[src/rtl/adc_seq_pkg.sv]
package adc_seq_pkg;

  typedef enum logic [1:0] {
    MODE_ONE  = 2'b00,
    MODE_RSVD = 2'b01,
    MODE_PASS = 2'b10,
    MODE_LOOP = 2'b11
  } scan_mode_e;

  typedef enum logic {
    ST_IDLE = 1'b0,
    ST_WAIT = 1'b1
  } seq_state_e;

endpackage

[src/rtl/adc_chan_picker.sv]
// Finds the lowest enabled channel whose index is at or above a start point.
module adc_chan_picker #(
  parameter int unsigned NCH = 8,
  localparam int unsigned SEL_W = $clog2(NCH),
  localparam int unsigned PTR_W = SEL_W + 1
) (
  input  logic [NCH-1:0]   mask,
  input  logic [PTR_W-1:0] from,
  output logic             hit,
  output logic [SEL_W-1:0] idx
);

  logic [NCH-1:0] cand;

  for (genvar g = 0; g < NCH; g++) begin : g_cand
    assign cand[g] = mask[g] && (PTR_W'(g) >= from);
  end

  always_comb begin
    hit = 1'b0;
    idx = '0;
    for (int i = NCH - 1; i >= 0; i--) begin
      if (cand[i]) begin
        hit = 1'b1;
        idx = SEL_W'(i);
      end
    end
  end

endmodule

[src/rtl/adc_result_bank.sv]
// Per-channel result registers with valid flags (set on write, cleared on read).
module adc_result_bank #(
  parameter int unsigned NCH = 8,
  parameter int unsigned RES_W = 12,
  localparam int unsigned SEL_W = $clog2(NCH)
) (
  input  logic             clk,
  input  logic             rst_n,
  input  logic             wr_en,
  input  logic [SEL_W-1:0] wr_idx,
  input  logic [RES_W-1:0] wr_code,
  input  logic             wr_signed,
  input  logic             rd_en,
  input  logic [SEL_W-1:0] rd_idx,
  output logic [RES_W-1:0] rd_data,
  output logic             rd_valid
);

  // Offset-binary to two's complement: flip the top bit.
  function automatic logic [RES_W-1:0] stored_form(input logic [RES_W-1:0] code,
                                                   input logic sgn);
    return sgn ? {~code[RES_W-1], code[RES_W-2:0]} : code;
  endfunction

  logic [NCH-1:0][RES_W-1:0] data_q;
  logic [NCH-1:0]            vld_q;
  logic [RES_W-1:0]          wr_value;

  assign wr_value = stored_form(wr_code, wr_signed);

  for (genvar g = 0; g < NCH; g++) begin : g_reg
    always_ff @(posedge clk or negedge rst_n) begin
      if (!rst_n) begin
        data_q[g] <= '0;
        vld_q[g]  <= 1'b0;
      end else if (wr_en && wr_idx == SEL_W'(g)) begin
        data_q[g] <= wr_value;
        vld_q[g]  <= 1'b1;
      end else if (rd_en && rd_idx == SEL_W'(g)) begin
        vld_q[g]  <= 1'b0;
      end
    end
  end

  assign rd_data  = data_q[rd_idx];
  assign rd_valid = vld_q[rd_idx];

  a_r9_write_sets_valid: assert property (@(posedge clk) disable iff (!rst_n)
    wr_en |=> vld_q[$past(wr_idx)]);

  a_r9_read_clears_valid: assert property (@(posedge clk) disable iff (!rst_n)
    (rd_en && !(wr_en && wr_idx == rd_idx)) |=> !vld_q[$past(rd_idx)]);

endmodule

[src/rtl/adc_scan_seq.sv]
module adc_scan_seq
  import adc_seq_pkg::*;
#(
  parameter int unsigned NCH = 8,
  parameter int unsigned RES_W = 12,
  localparam int unsigned SEL_W = $clog2(NCH),
  localparam int unsigned PTR_W = SEL_W + 1
) (
  input  logic             clk,
  input  logic             rst_n,
  input  logic             cfg_en,
  input  logic             cfg_irq_en,
  input  logic [1:0]       cfg_mode,
  input  logic             cfg_dma_en,
  input  logic             cfg_diff,
  input  logic             cfg_twos,
  input  logic [NCH-1:0]   cfg_chan_mask,
  input  logic             start_set,
  input  logic             start_clr,
  output logic             start_bit,
  output logic             conv_start,
  output logic [SEL_W-1:0] conv_sel,
  output logic             conv_diff,
  input  logic             conv_done,
  input  logic [RES_W-1:0] conv_code,
  input  logic             rd_en,
  input  logic [SEL_W-1:0] rd_idx,
  output logic [RES_W-1:0] rd_data,
  output logic             rd_valid,
  output logic             eoc_irq,
  output logic             dma_req
);

  scan_mode_e mode;
  seq_state_e state_q;
  logic             run_q;
  logic [SEL_W-1:0] cur_ch_q;
  logic             first_hit, next_hit;
  logic [SEL_W-1:0] first_idx, next_idx;
  logic [PTR_W-1:0] next_from;

  // Named internal events, used by the assertions below.
  logic             mode_ok;
  logic             accept_req;
  logic             done_evt;
  logic             continue_issue;
  logic             issue_idle;
  logic             issue;
  logic [SEL_W-1:0] issue_ch;
  logic             auto_clr;

  assign mode      = scan_mode_e'(cfg_mode);
  assign mode_ok   = (mode != MODE_RSVD);
  assign next_from = PTR_W'(cur_ch_q) + PTR_W'(1);

  adc_chan_picker #(.NCH(NCH)) u_first (
    .mask(cfg_chan_mask), .from('0), .hit(first_hit), .idx(first_idx)
  );

  adc_chan_picker #(.NCH(NCH)) u_next (
    .mask(cfg_chan_mask), .from(next_from), .hit(next_hit), .idx(next_idx)
  );

  assign accept_req = start_set && cfg_en && mode_ok && first_hit;
  assign done_evt   = (state_q == ST_WAIT) && conv_done;

  always_comb begin
    continue_issue = 1'b0;
    if (run_q && !start_clr && cfg_en) begin
      unique case (mode)
        MODE_PASS: continue_issue = next_hit;
        MODE_LOOP: continue_issue = next_hit || first_hit;
        default:   continue_issue = 1'b0;
      endcase
    end
  end

  assign issue_idle = (state_q == ST_IDLE) && run_q && !start_clr
                      && cfg_en && mode_ok && first_hit;
  assign issue      = issue_idle || (done_evt && continue_issue);
  assign issue_ch   = (issue_idle || !next_hit) ? first_idx : next_idx;
  assign auto_clr   = done_evt && !continue_issue;

  always_ff @(posedge clk or negedge rst_n) begin
    if (!rst_n) begin
      run_q <= 1'b0;
    end else if (start_clr || auto_clr) begin
      run_q <= 1'b0;
    end else if (accept_req) begin
      run_q <= 1'b1;
    end
  end

  always_ff @(posedge clk or negedge rst_n) begin
    if (!rst_n) begin
      state_q    <= ST_IDLE;
      cur_ch_q   <= '0;
      conv_start <= 1'b0;
      conv_sel   <= '0;
      conv_diff  <= 1'b0;
      eoc_irq    <= 1'b0;
      dma_req    <= 1'b0;
    end else begin
      conv_start <= issue;
      eoc_irq    <= done_evt && cfg_irq_en && !cfg_dma_en;
      dma_req    <= done_evt && cfg_dma_en;
      if (issue) begin
        state_q   <= ST_WAIT;
        cur_ch_q  <= issue_ch;
        conv_sel  <= cfg_diff ? (issue_ch >> 1) : issue_ch;
        conv_diff <= cfg_diff;
      end else if (done_evt) begin
        state_q   <= ST_IDLE;
      end
    end
  end

  assign start_bit = run_q;

  adc_result_bank #(.NCH(NCH), .RES_W(RES_W)) u_bank (
    .clk       (clk),
    .rst_n     (rst_n),
    .wr_en     (done_evt),
    .wr_idx    (cur_ch_q),
    .wr_code   (conv_code),
    .wr_signed (conv_diff && cfg_twos),
    .rd_en     (rd_en),
    .rd_idx    (rd_idx),
    .rd_data   (rd_data),
    .rd_valid  (rd_valid)
  );

  a_r1_start_needs_enable: assert property (@(posedge clk) disable iff (!rst_n)
    conv_start |-> $past(cfg_en));

  a_r5_reserved_no_start: assert property (@(posedge clk) disable iff (!rst_n)
    conv_start |-> ($past(cfg_mode) != 2'b01));

  a_r10_no_back_to_back: assert property (@(posedge clk) disable iff (!rst_n)
    conv_start |=> !conv_start);

  a_r10_wait_holds: assert property (@(posedge clk) disable iff (!rst_n)
    (state_q == ST_WAIT && !conv_done) |=> !conv_start);

  a_r6_pair_select: assert property (@(posedge clk) disable iff (!rst_n)
    (conv_start && conv_diff) |-> (conv_sel < SEL_W'(NCH / 2)));

  a_r8_exclusive: assert property (@(posedge clk) disable iff (!rst_n)
    !(eoc_irq && dma_req));

  a_r8_irq_gated: assert property (@(posedge clk) disable iff (!rst_n)
    eoc_irq |-> $past(cfg_irq_en && !cfg_dma_en));

  a_r2_single_autoclear: assert property (@(posedge clk) disable iff (!rst_n)
    (done_evt && cfg_mode == 2'b00) |=> !start_bit);

endmodule

[config.mk]
export PLATFORM = sky130hd
export DESIGN_NAME = adc_scan_seq
export DESIGN_NICKNAME = d
export VERILOG_FILES = /design/src/rtl/adc_seq_pkg.sv /design/src/rtl/adc_chan_picker.sv /design/src/rtl/adc_result_bank.sv /design/src/rtl/adc_scan_seq.sv
export SDC_FILE = /design/constraint.sdc
export NUM_CORES = 1
export LEC_CHECK = 0
export BUFFER_PORTS_ARGS = -buffer_cell sky130_fd_sc_hd__clkbuf_2
export CAP_MARGIN = 40
export CORE_UTILIZATION = 40
export CTS_CLUSTER_SIZE = 16
export DETAILED_ROUTE_END_ITERATION = 10
export GPL_ROUTABILITY_DRIVEN = 0
export SYNTH_ARGS = -nofsm -noshare
export SYNTH_HDL_FRONTEND = slang
export SYNTH_SLANG_ARGS = --single-unit
[constraint.sdc]
create_clock -name clk -period 3.05 [get_ports clk]
set_input_delay 0.1525 -clock clk [delete_from_list [all_inputs] [get_ports clk]]
set_output_delay 0.1525 -clock clk [all_outputs]
set_load 0.05 [all_outputs]
* Word-level counts from Yosys, hierarchy flattened
Cells that the tools add are included.
** Word-level totals
- Input port bits :: 36
- Output and inout bits :: 21
- Word-level logic and storage cells :: 175
- Register bits :: 116
** Cells by class
- Multiplexer cells :: 61
- Equal/unequal tests :: 17
- Bitwise gates (word level) :: 2
- Reduce and logical (&&, ||, !) cells :: 61
- $add $sub $neg :: 1
- Magnitude comparators :: 9
** Operator list (count)
- two-way mux 3 bit :: 18
- logical AND 1 bit :: 41
- two-way mux 1 bit :: 38
- binary-select mux 12 bit (select 3 bit) :: 1
- == test 3 bit, second input constant :: 8
- two-way mux 12 bit :: 2
- nonzero test 2 bit :: 10
- >= comparator 3 x 4 -> 1 bit, first input constant :: 4
- == test 3 x 2 -> 1 bit, second input constant :: 4
- >= comparator 1 x 4 -> 1 bit, first input constant :: 2
- >= comparator 2 x 4 -> 1 bit, first input constant :: 2
- == test 3 x 1 -> 1 bit, second input constant :: 2
- logical NOT 3 bit :: 2
- adder 3 x 1 -> 4 bit, second input constant :: 1
- == test 2 bit, second input constant :: 2
- logical NOT 1 bit :: 4
- logical OR 1 bit :: 4
- less-than comparator 3 x 4 -> 1 bit, second input constant :: 1
- binary-select mux 1 bit (select 3 bit) :: 1
- inequality test 2 x 1 -> 1 bit, second input constant :: 1
- inverter 1 bit :: 2
- case mux 1 bit (2 select lines) :: 1

* Depth between registers and ports, before layout
- Word-level depth :: 18
- Gate-level depth with buffers :: 11
- Gate-level depth less buffers :: 9

* By module
From an unflattened synthesis, not the netlist that was laid out.
** Unflattened totals
- Cell total of the unflattened synthesis :: 479
- Area, all modules :: 6062.1 um^2
** By module, submodules not included
- adc_result_bank :: times used 1, cells an instance 345, area an instance 4864.7 um^2, sequential area each 2602.5 um^2
- adc_scan_seq :: times used 1, cells an instance 62, area an instance 709.4 um^2, sequential area each 300.3 um^2
- adc_chan_picker :: times used 2, cells an instance 36, area an instance 244.0 um^2, sequential area each 0.0 um^2

* Worst setup path before layout
Ideal clock, no wire load.
- Path type :: register to register
- Start point :: register cur_ch_q[0]
- End point :: register conv_sel[1]
- Buffers on the path :: 2
- Required time :: 2924 ps
- Stages on the path, launching flop included :: 12
- Data arrival time :: 2476 ps
- Library setup time :: 126 ps
- Slack :: 448 ps
- Cells stage by stage :: dfrtp_1 ha_1 ha_1 buf_2 nor4b_1 nor2_1 a211oi_2 o21a_2 buf_6 inv_6 and4_1 a221o_1
** Between the ends
- Cells in the longest elaborated chain, start to end :: 16
** RTL lines
- from (decl) :: RTL line adc_scan_seq.sv:37 : logic [SEL_W-1:0] cur_ch_q;
- from (signal assigned) :: RTL line adc_scan_seq.sv:109 : cur_ch_q <= issue_ch;
- adder 3 x 1 -> 4 bit * :: RTL line adc_scan_seq.sv:54 : assign next_from = PTR_W'(cur_ch_q) + PTR_W'(1);
- >= comparator 3 x 4 -> 1 bit :: RTL line adc_chan_picker.sv:16 : assign cand[g] = mask[g] && (PTR_W'(g) >= from);
- logical AND 1 bit :: RTL line adc_chan_picker.sv:16
- two-way mux 1 bit (7 in a row) :: RTL line adc_chan_picker.sv:23 : if (cand[i]) begin
- two-way mux 1 bit * :: RTL line adc_chan_picker.sv:23
- logical OR 1 bit :: RTL line adc_scan_seq.sv:72 : MODE_LOOP: continue_issue = next_hit || first_hit;
- case mux 1 bit (2 select lines) * :: RTL line adc_scan_seq.sv:70 : unique case (mode)
- two-way mux 1 bit * :: RTL line adc_scan_seq.sv:69 : if (run_q && !start_clr && cfg_en) begin
- logical AND 1 bit * :: RTL line adc_scan_seq.sv:80 : assign issue = issue_idle || (done_evt && continue_issue);
- logical OR 1 bit * :: RTL line adc_scan_seq.sv:80
- named net issue :: RTL line adc_scan_seq.sv:48 : logic issue;
- to (signal assigned) :: RTL line adc_scan_seq.sv:110 : conv_sel <= cfg_diff ? (issue_ch >> 1) : issue_ch;
- to (decl) :: RTL line adc_scan_seq.sv:22 : output logic [SEL_W-1:0] conv_sel,
The timed path passes the listed nets; every way through them passes the cells marked *.
A chain may end at the register's enable or synchronous reset.

* Worst setup path in the final report
Same ends and word-level chain as after synthesis.

==> out/metrics.yaml <==
status: "finished clean"
whs_endpoint: "start_bit$_DFFE_PN0P_"
rsz0062_at_grt: "no"
clockBufferDepth: 2
ys_warn_count: 0
cp.arrival_ps: 3000
min_from: "start_set"
dr.pass1.iters: 5
syn_area_um2: 5550
tritoncts: "yes"
worstSetupStartpointType: "flop"
hp-class: "in -> reg"
yosys_most_used_dff: "dfrtp_1"
ir_worst_vdd_uv: 396
track_usage_pct: 18.7
slowest_delay_ps: 440
synth_cells: 404
synth_nets: 447
p_leak_nw: 3.32
rr_worst_depth: 9
synthToLayoutAreaGrowth_pct: 20.4
worst_pin_slew_ps: 848
yosysMostFrequentCell: "dfrtp_1"
cts_root_buf: "clkbuf_16"
synthTopCellsByArea: "dfrtp_1 52%, mux2_2 21%, mux4_2 11%, nand2_1 2.1%, o21ai_0 2.0%"
synth.top_cell.area_share_pct: 52.3
synth_edf_count: 0
tns_ps: 0
wl_per_cell_um: 18.1
grt_max_degree: 71
start_util_pct: 41.4
num_rows: 42
synth_common_cells: "116 x dfrtp_1, 101 x mux2_2, 31 x nand2_1, 26 x mux4_2, 22 x o21ai_0"
ys_seq_area_share_pct: 52.3
max_clock_freq_mhz: 368
reg2reg_from: "cur_ch_q[0]$_DFFE_PN0P_"
crit_fanout: 10
antenna_left: 0
end_kind: "flop"
fin_crit_ps: 2710
drv_cap: 0
drc: 0
cts_num_sinks: 116
final-hold-violation-count: 0
clock_latency_ps: 400
die-area_um2: 14300
cts_buffers: 17
async_reset_ff_share_pct: 100
antenna_found_initial: 0
final_util_pct: 49.9
vias: 3519
hpwl_mm: 7.50
fp.dieH_um: 120
skew_ps: 6.00
avgSynthCellArea_um2: 13.7
grt.overflow.total: 0
ys_ff_latch: 116
path_buf_inv: 1
nFillCells: 1182
cts_max_level: 4
grt_pass1_vias: 3764
drive_above_1_share_pct: 46.3
power_density_nw_per_um2: 761
cpMaxStageDelayCell: "dfrtp_1"
via_per_inst: 5.32
drtIter0Drc: 189
regToRegSetupSlack_ps: 340
die_w_um: 120
drv_slew: 0
r2r_end: "conv_sel[1]$_DFFE_PN0P_"
crit_required_ps: 3330
coreArea_um2: 13400
nets: 516
crit_type: "reg -> reg"
setup_viol: 0
cp_top_family: "compound AO/OA/AOI/OAI gates"
yosys.area.top_type: "dfrtp_1"
whs_path_depth: 3
ios: 57
portBuffers: 56
drt-total-wl_mm: 12.0
synth.distinct_cells: 49
fin_crit_sh_pct: 89.0
post_cts_resized: 0
crit_path_frequent_cell: "ha_1"
grt_pass1_wl_mm: 19.9
path_cells: "ha_1 -> ha_1 -> nor4b_1 -> nor2_1 -> a211oi_2 -> o21a_2 -> inv_6 -> and4_1 -> a221o_1"
antenna_cells: 0
relSlewSlack_pct: 43.3
clk_pin_slew_worst_paths_ps: 50
routing by layer:
| layer | vias up | part of all wire (%) | track usage, % |
|---|---|---|---|
| met5 | - | 0 | 0 |
| met2 | 90 | 49 | 30.6 |
| li1 | 1634 | - | - |
| met3 | 6 | 4.5 | 5.18 |
| met4 | 0 | 0.73 | 5.70 |
| met1 | 1789 | 46 | 24.0 |
area by class of cell:
class	instances	area (um2)	share of cell area (%)
Clock buffer	29	541	8.09
Clock inverter	3	15.0	0.225
Inverter	10	42.5	0.637
Multi-Input combinational cell	259	2520	37.8
Sequential cell	116	2900	43.4
Tap cell	176	220	3.30
Timing Repair Buffer	69	438	6.55
through the flow:
step	hold WS (ps)	total power [mW]	setup WS [ps]	std cells	area, um2
2_1_floorplan	-143	2.95	448	404	5550
3_3_place_gp	325	3.23	387	624	6050
3_5_place_dp	-33.8	3.30	342	625	6080
4_1_cts	23.8	5.15	333	662	6680
5_1_grt	39.3	5.37	135	662	6680
6_report	41.0	5.09	336	662	6680
power breakdown:
group	internal [mW]	switching (mW)
combinational	0.571	0.682
sequential	1.85	0.170
clock	1.18	0.629
registers in the layout, indices dropped and copies added (netlist names):
name	flops
conv_start	1
start_bit	1
conv_diff	1
dma_req	1
u_bank.vld_q	8
cur_ch_q	3
u_bank.data_q	96
conv_sel	3
eoc_irq	1
state_q	1
worst max path at each step:
stage	from	end	slack (ps)	cells after the start
floorplan	cur_ch_q[0]$_DFFE_PN0P_	conv_sel[1]$_DFFE_PN0P_	450	11
global placement	cur_ch_q[0]$_DFFE_PN0P_	conv_sel[1]$_DFFE_PN0P_	390	9
detailed placement	cur_ch_q[0]$_DFFE_PN0P_	conv_sel[1]$_DFFE_PN0P_	340	9
CTS	cur_ch_q[0]$_DFFE_PN0P_	conv_sel[1]$_DFFE_PN0P_	330	9
global route	cur_ch_q[0]$_DFFE_PN0P_	conv_sel[1]$_DFFE_PN0P_	140	9
finish	cur_ch_q[0]$_DFFE_PN0P_	conv_sel[1]$_DFFE_PN0P_	340	9
cells in the final DEF (no fill, tap or decap), types with 2 or more instances in the layout:
cell type	n
dfrtp_1	116
mux2_2	101
clkbuf_2	55
nand2_1	31
mux4_2	26
o21ai_0	22
clkbuf_16	17
nor2_1	12
inv_1	9
a21oi_1	8
ha_1	7
clkbuf_8	7
buf_4	6
clkbuf_1	5
dlygate4sd3_1	5
nand3_1	4
nor2b_1	3
o31ai_1	3
a211oi_1	3
nand2b_1	3
clkinv_2	3
nor4b_1	2
a221o_1	2
and3_1	2
nor4_1	2
nor3b_1	2
a21o_1	2
buf_12	2
what timing repair did:
action / 4_1_cts / 5_1_grt
hold buffers: 5 / 0
endpoints found under the hold margin: 119 / 0
endpoints found under the setup margin: 0 / 0
buffers inserted: 0 / 0
cell families (layout without fill, tap and decap cells):
logic type,after synthesis,in the layout,synth area share [%]
flops,116,116,52.3
buf+inv,29,111,2.21
simple gates,68,68,5.98
compound gates,54,54,6.32
mux,129,129,31.4
xor+xnor,1,1,0.158
fa+ha+maj,7,7,1.58
worst reg2reg max path, delay by kind of cell (launching register included):
| family | cells | cell delay, ps |
|---|---|---|
| AOI/OAI and AO/OA | 3 | 860 |
| adders and majority gates | 2 | 560 |
| buffers and inverters | 1 | 60 |
| DFF | 1 | 440 |
| and+or+nand+nor | 3 | 680 |
Power figures use the tool's default switching activity.
